===== config.mk =====
export PLATFORM = sky130hd
export DESIGN_NAME = rdlat_seek
export DESIGN_NICKNAME = d
export VERILOG_FILES = /design/src/rtl/rdlat_pkg.sv /design/src/rtl/rdlat_fsm.sv /design/src/rtl/rdlat_path.sv /design/src/rtl/rdlat_seek.sv
export SDC_FILE = /design/constraint.sdc
export NUM_CORES = 1
export LEC_CHECK = 0
export BUFFER_PORTS_ARGS = -buffer_cell sky130_fd_sc_hd__buf_2
export CORE_MARGIN = 5
export CORE_UTILIZATION = 49
export DETAILED_ROUTE_END_ITERATION = 8
export GPL_TIMING_DRIVEN = 1
export PLACE_DENSITY_LB_ADDON = 0.05
export SLEW_MARGIN = 40
export SYNTH_ARGS = -nofsm -noshare
export SYNTH_HDL_FRONTEND = slang
export SYNTH_SLANG_ARGS = --single-unit
export TNS_END_PERCENT = 30

===== constraint.sdc =====
create_clock -name clk -period 1.8 [get_ports clk]
set_input_delay 0.18 -clock clk [delete_from_list [all_inputs] [get_ports clk]]
set_output_delay 0.18 -clock clk [all_outputs]
set_load 0.01 [all_outputs]

===== src/rtl/rdlat_pkg.sv =====
package rdlat_pkg;

  typedef enum logic [2:0] {
    ST_IDLE  = 3'd0,
    ST_SET   = 3'd1,
    ST_REQ   = 3'd2,
    ST_FLUSH = 3'd3,
    ST_FIN   = 3'd4
  } seek_st_t;

  // Next lower candidate; zero stays at zero.
  function automatic int unsigned lat_step(int unsigned v);
    return (v == 0) ? 0 : v - 1;
  endfunction

  // True when the value after a pass is still worth testing.
  function automatic bit lat_more(int unsigned v);
    return v > 1;
  endfunction

  // Add the guard margin, saturating at the register maximum.
  function automatic int unsigned lat_guard(int unsigned v, int unsigned g,
                                            int unsigned maxv);
    return (v + g > maxv) ? maxv : v + g;
  endfunction

endpackage


===== src/rtl/rdlat_fsm.sv =====
module rdlat_fsm
  import rdlat_pkg::*;
#(
  parameter int FLUSH_CYC = 1
) (
  input  logic clk,
  input  logic rst_n,
  input  logic start,
  input  logic test_ack,
  input  logic test_pass,
  input  logic more,
  output logic ev_load,
  output logic ev_set,
  output logic ev_pass,
  output logic ev_finish,
  output logic test_req,
  output logic fifo_rst,
  output logic done
);

  localparam int CNT_W = (FLUSH_CYC < 2) ? 1 : $clog2(FLUSH_CYC);
  localparam logic [CNT_W-1:0] CNT_LAST = CNT_W'(FLUSH_CYC - 1);

  seek_st_t st_q, st_d;
  logic [CNT_W-1:0] cnt_q;
  logic flush_last;

  assign flush_last = (st_q == ST_FLUSH) && (cnt_q == CNT_LAST);

  assign ev_load   = (st_q == ST_IDLE) && start;
  assign ev_set    = (st_q == ST_SET);
  assign ev_pass   = (st_q == ST_REQ) && test_ack && test_pass;
  assign ev_finish = flush_last;

  assign test_req = (st_q == ST_REQ);
  assign fifo_rst = (st_q == ST_FLUSH);
  assign done     = (st_q == ST_FIN);

  always_comb begin
    st_d = st_q;
    case (st_q)
      ST_IDLE:  if (start) st_d = ST_SET;
      ST_SET:   st_d = ST_REQ;
      ST_REQ:   if (test_ack) st_d = (test_pass && more) ? ST_SET : ST_FLUSH;
      ST_FLUSH: if (flush_last) st_d = ST_FIN;
      ST_FIN:   st_d = ST_IDLE;
      default:  st_d = ST_IDLE;
    endcase
  end

  always_ff @(posedge clk or negedge rst_n) begin
    if (!rst_n) begin
      st_q  <= ST_IDLE;
      cnt_q <= '0;
    end else begin
      st_q <= st_d;
      if (st_q == ST_FLUSH && !flush_last) cnt_q <= cnt_q + 1'b1;
      else                                  cnt_q <= '0;
    end
  end

endmodule


===== src/rtl/rdlat_path.sv =====
module rdlat_path
  import rdlat_pkg::*;
#(
  parameter int LAT_W = 6,
  parameter int GUARD = 2
) (
  input  logic             clk,
  input  logic             rst_n,
  input  logic [LAT_W-1:0] init_lat,
  input  logic             ev_load,
  input  logic             ev_set,
  input  logic             ev_pass,
  input  logic             ev_finish,
  output logic [LAT_W-1:0] lat_out,
  output logic             found,
  output logic             more
);

  localparam int unsigned LAT_MAX = (1 << LAT_W) - 1;

  logic [LAT_W-1:0] work_q;

  assign more = lat_more(32'(work_q));

  always_ff @(posedge clk or negedge rst_n) begin
    if (!rst_n) begin
      work_q  <= '0;
      lat_out <= '0;
      found   <= 1'b0;
    end else begin
      if (ev_load) begin
        work_q <= init_lat;
        found  <= 1'b0;
      end else if (ev_pass) begin
        work_q <= LAT_W'(lat_step(32'(work_q)));
        found  <= 1'b1;
      end
      if (ev_set)
        lat_out <= work_q;
      else if (ev_finish && found)
        lat_out <= LAT_W'(lat_guard(32'(work_q), GUARD, LAT_MAX));
    end
  end

endmodule


===== src/rtl/rdlat_seek.sv =====
module rdlat_seek #(
  parameter int LAT_W     = 6,
  parameter int GUARD     = 2,
  parameter int FLUSH_CYC = 1
) (
  input  logic             clk,
  input  logic             rst_n,
  input  logic             start,
  input  logic [LAT_W-1:0] init_lat,
  input  logic             test_ack,
  input  logic             test_pass,
  output logic [LAT_W-1:0] lat_out,
  output logic             test_req,
  output logic             fifo_rst,
  output logic             done,
  output logic             ok
);

  logic ev_load, ev_set, ev_pass, ev_finish;
  logic found, more;

  rdlat_fsm #(.FLUSH_CYC(FLUSH_CYC)) u_fsm (
    .clk      (clk),
    .rst_n    (rst_n),
    .start    (start),
    .test_ack (test_ack),
    .test_pass(test_pass),
    .more     (more),
    .ev_load  (ev_load),
    .ev_set   (ev_set),
    .ev_pass  (ev_pass),
    .ev_finish(ev_finish),
    .test_req (test_req),
    .fifo_rst (fifo_rst),
    .done     (done)
  );

  rdlat_path #(.LAT_W(LAT_W), .GUARD(GUARD)) u_path (
    .clk      (clk),
    .rst_n    (rst_n),
    .init_lat (init_lat),
    .ev_load  (ev_load),
    .ev_set   (ev_set),
    .ev_pass  (ev_pass),
    .ev_finish(ev_finish),
    .lat_out  (lat_out),
    .found    (found),
    .more     (more)
  );

  assign ok = done && found;

endmodule


# Yosys cells after proc, flatten, opt, wreduce, memory -nomap -nowiden
# Cells that the tools add are included.
# op_classes
n_addsub	3
n_bitwise	1
n_reduce_logical	14
mux	14
eq_ne	7
n_lt_le_gt_ge	2
# ops
op	n
2-to-1 mux 6 bit	6
one-hot mux 3 bit (4 select lines)	1
2-to-1 mux 3 bit	3
logical AND 1 bit	8
adder 6 x 2 -> 7 bit (second input constant)	1
> comparator 7 x 6 -> 1 bit (second input constant)	1
== test 3 x 2 -> 1 bit (second input constant)	2
> comparator 6 x 1 -> 1 bit (second input constant)	1
zero test 6 bit	1
subtractor 6 x 1 -> 6 bit (second input constant)	1
inequality test 2 bit (second input constant)	2
nonzero test 2 bit	2
== test 3 x 1 -> 1 bit (second input constant)	1
== test 3 bit (second input constant)	1
zero test 3 bit	1
2-to-1 mux 1 bit	3
AND reduction 3 bit	1
2-to-1 mux 2 bit	1
inequality test 2 x 1 -> 1 bit (second input constant)	1
adder 1 bit (second input constant)	1
zero test 1 bit	1
NOT 1 bit	1
# word_totals
in_bits	11
elab_cells	46
ff_bits	17
out_inout_bits	10

# Depth between registers and ports, before layout
# logic_depth
ltp_word	5
mapped_depth	6
mapped_depth_nobuf	6

# Hierarchy
# Synthesis repeated with hierarchy kept, for this count alone.
# hier_totals
cells_unflattened	121
hier_area_um2	1149.9
# by_module_without_submodules
mod	seq_area_each_um2	area_each_um2	n_inst	cells_per_inst
rdlat_path	325.3	917.1	1	98
rdlat_fsm	100.1	226.5	1	22
rdlat_seek	0.0	6.3	1	1

# Least setup slack after synthesis
# No wires, ideal clock.
# synth_path
path_type	register to register
startpoint	reg u_path.work_q[4]
endpoint	reg u_path.work_q[3]
setup_ns	0.126
stages_incl_launch_ff	6
n_path_buf	1
period_less_slack_ns	1.818
required_ns	1.674
path_slack_ns	-0.018
arrival_time_ns	1.692
path_cell_list	dfrtp_1 > buf_6 > or4_4 > o2111ai_4 > o21ai_1 > a221o_1
# synth_between
elab_chain_len	4
# synth_lines
element	line	rtl
start, declared	rdlat_path.sv:21	logic [LAT_W-1:0] work_q;
start signal, assigned	rdlat_path.sv:32	work_q <= init_lat;
start signal, assigned	rdlat_path.sv:35	work_q <= LAT_W'(lat_step(32'(work_q)));
zero test 6 bit	rdlat_pkg.sv:13	return (v == 0) ? 0 : v - 1;
2-to-1 mux 6 bit	rdlat_pkg.sv:13	
2-to-1 mux 6 bit	rdlat_path.sv:34	end else if (ev_pass) begin
2-to-1 mux 6 bit	rdlat_path.sv:31	if (ev_load) begin
# Every way passes these cells. The select of a mux whose other input is x is not followed.
# A chain may end at the register's enable or synchronous reset.

# Worst setup path in the final report
# layout_path
startpoint	reg u_path.work_q[3]
endpoint	reg u_path.work_q[5]
# layout_between
elab_chain_len	4
word_cells_on_any_way	5
cone_classes	1 x add/sub; 3 x mux; 1 x reduce/logical
# layout_lines
element	line
subtractor 6 x 1 -> 6 bit / zero test 6 bit (equally long branches)	rdlat_pkg.sv:13
2-to-1 mux 6 bit *	rdlat_pkg.sv:13
2-to-1 mux 6 bit *	rdlat_path.sv:34
2-to-1 mux 6 bit *	rdlat_path.sv:31
# Mark *: on every way between the ends. The rest lies on a longest branch, timed or not. The select of a mux whose other input is x is not followed.

==> impl_metrics.csv <==
group,metric,value,unit
status,status,"complete, no violations",
min_path,hp-class,"input port to flip-flop",
critical_path,path_max_fanout,5,
clock_network,h-tree-depth,1,
critical_path,r2r_start,"u_path.work_q[3]$_DFFE_PN0P_",
synthesis,synth-edff-count,0,
cells_and_area,n_antenna_cell,0,
critical_path,crit_required,1990,ps
clock_network,insertion_delay,290,ps
global_route,grt_max_degree,18,
min_path,hold_depth,2,
critical_path,crit_buf_inv,0,
critical_path,cp-endpoint,"u_path.work_q[5]$_DFFE_PN0P_",
power,cellPowerDensity,1650,nW/um^2
synthesis,ys_types,49,
job,drv_cap,0,
global_route,grt_pass1_wl,4.35,mm
synthesis,async_flop_share,1.00,
place,portBuffers,20,
cells_and_area,nNetsFinal,164,
cells_and_area,final_common_cell,"buf_2",
global_route,grt_overflow_total,0,
critical_path,crit_family,"compound AO/OA/AOI/OAI gates",
floorplanning,core_area,2210,sq um
floorplanning,die_w,58.0,um
synthesis,syn-num-nets,134,
place,dp_hpwl,1.99,mm
critical_path,cp.arrival,1910,ps
cells_and_area,final_cells,174,
power,p_leak,0.620,nW
sta,timing.final.ws_setup,76.6,ps
clock_network,cts_root_buffer,"clkbuf_4",
power,ir_worst_vdd,0.000908,V
critical_path,cpMaxStageDelayCell,"or4_4",
critical_path,cp_num_cells,4,
clock_network,clkSinkCount,17,
routing,num_vias,1025,
critical_path,crit_path_end_kind,"flip-flop",
min_path,hp-start,"init_lat[0]",
floorplanning,initial_core_util,0.511,
critical_path,reg2reg_slack,80,ps
synthesis,ys_seq_area_frac,0.377,
critical_path,path_cells,"or4_4 -> o2111ai_4 -> o21ai_1 -> a221o_1",
routing,drt_first_pass_iters,4,
floorplanning,fp.dieArea,3370,sq um
routing,wl_per_cell,15.6,um
sta,max_freq,0.580,GHz
floorplanning,row_count,17,
synthesis,synthCells,117,
routing,drt_iter0_markers,21,
sta,worst_clock_skew,6.56,ps
routing,vias_per_cell,5.89,
synthesis,synth_top_area_cell,"dfrtp_1",
sta,setup_viol,0,
cells_and_area,drive_gt1_frac,0.308,
synthesis,synth.top_cell.area_share,0.377,
cells_and_area,area_growth,21.2,%
clock_network,cts_buffer_depth,2,
critical_path,reg2reg_depth,4,
clock_network,cts_buffers,3,
global_route,grt_pass1_vias,954,
synthesis,syn_area,1130,sq um
global_route,gr-usage-all-layers,0.165,
routing,remaining_drc_errors,0,
sta,finalMaxSlewViolations,0,
critical_path,path_class,"flip-flop to flip-flop",
clock_network,cts_tree,"done",
critical_path,r2r_end,"u_path.work_q[5]$_DFFE_PN0P_",
clock_network,path_clk_slew,110,ps
place,dp_cells,168,
synthesis,avgSynthCellArea,9.66,sq um
synthesis,synth-seq-cells,17,
place,post-place-ws,26.6,ps
global_route,grt_antenna_before_repair,0,
synthesis,synth_flop_cell,"dfrtp_1",
routing,ant_nets,0,
cells_and_area,mostFrequentLayoutCells,"buf_2 (20), dfrtp_1 (16), inv_1 (9), nor2_1 (9), buf_4 (9)",
floorplanning,die_h,58.0,um
routing,wl,2.72,mm
sta,hold_viol,0,
synthesis,synth.area.top_cells,"dfrtp_1 (38%), ha_1 (6.6%), inv_1 (3.0%)",
critical_path,crit_path_start_kind,"flip-flop",
sta,post-route-period-util,0.957,
sta,min_period,1720,ps
critical_path,max_stage_delay,580,ps
floorplanning,top_level_ports,21,
place,place.gp.congestion,0.756,
clock_network,postCtsSetupBuffers,0,
synthesis,synth_warnings,0,
critical_path,setup.worst_path.start,"u_path.work_q[3]$_DFFE_PN0P_",
[Yosys cell counts (all sizes together), types with 2 or more instances]
cell / number
and3: 3
a31oi: 2
nand3: 3
or4: 2
a21oi: 6
a221o: 3
buf: 3
a22o: 2
o211ai: 2
inv: 9
nor3b: 5
clkbuf: 3
nand2: 7
mux2i: 2
nor2: 9
dfrtp: 17
ha: 6
o21ai: 5
o221ai: 3
[what timing repair did]
| action | CTS | global route |
|---|---|---|
| resized for setup | 0 | 4 |
| setup endpoints to repair | 0 | 7 |
| hold buffers | 1 | 0 |
| hold endpoints to repair | 17 | 0 |
[kinds of logic after synthesis]
logic type	Yosys count	synth area share
and+or+nand+nor	40	0.220
AOI/OAI and AO/OA	34	0.238
DFF	17	0.377
buffers and inverters	15	0.0598
adders and majority gates	6	0.0664
muxes	3	0.0277
other	1	0.00332
xor gates and xnor gates	1	0.00775
[worst reg2reg max path, cell delays in order, from the launching register on]
cell       delay [ps]
dfrtp_1           390
or4_4             580
o2111ai_4         270
o21ai_1            90
a221o_1           290
[power breakdown]
group          internal [W]  switching, W  total [W]  leakage, nW
clock             0.0000861      0.000124   0.000210       0.0150
combinational      0.000613      0.000723    0.00134        0.398
sequential         0.000551      0.000164   0.000714        0.207
[registers in the layout, indices dropped and copies added, names as in the netlist]
signal / count
u_fsm.cnt_q: 1
u_fsm.st_q: 3
u_path.found: 1
u_path.lat_out: 6
u_path.work_q: 6
[area by class of cell]
class	count	area, sq um
clock buffer	4	26.3
fill	210	843
inverter	9	33.8
multi-input combinational	86	669
sequential	17	427
tap	28	35.0
timing repair buffer	30	178
[worst min path at each step]
stage | slack (ps) | to
3_5_place_dp | 140 | u_fsm.st_q[1]$_DFFE_PN0P_
6_report | 90 | u_path.work_q[0]$_DFFE_PN0P_
4_1_cts | 90 | u_path.work_q[0]$_DFFE_PN0P_
2_1_floorplan | -120 | u_fsm.cnt_q$_DFF_PN0_
3_3_place_gp | 130 | u_fsm.st_q[1]$_DFFE_PN0P_
5_1_grt | 100 | u_path.work_q[0]$_DFFE_PN0P_
[through the flow]
step | instance area [sq um] | utilization | total power [W] | hold WS [ps] | setup TNS, ps
floorplan | 1130 | - | 0.00158 | -116 | -8.70
global placement | 1300 | 0.587 | 0.00196 | 132 | 0
detailed placement | 1300 | 0.587 | 0.00199 | 137 | 0
CTS | 1340 | 0.604 | 0.00221 | 92.9 | 0
global route | 1370 | 0.619 | 0.00245 | 96.8 | -17.3
finish | 1370 | 0.619 | 0.00226 | 95.0 | 0
[routing by layer]
metal | wire length (um) | track usage | vias up
met5 | 0 | 0 | -
met3 | 108 | 0.0200 | 4
li1 | - | - | 498
met2 | 1300 | 0.282 | 25
met1 | 1290 | 0.217 | 498
met4 | 22 | 0.0497 | 0
No activity file was read; power rests on OpenSTA's default activity.
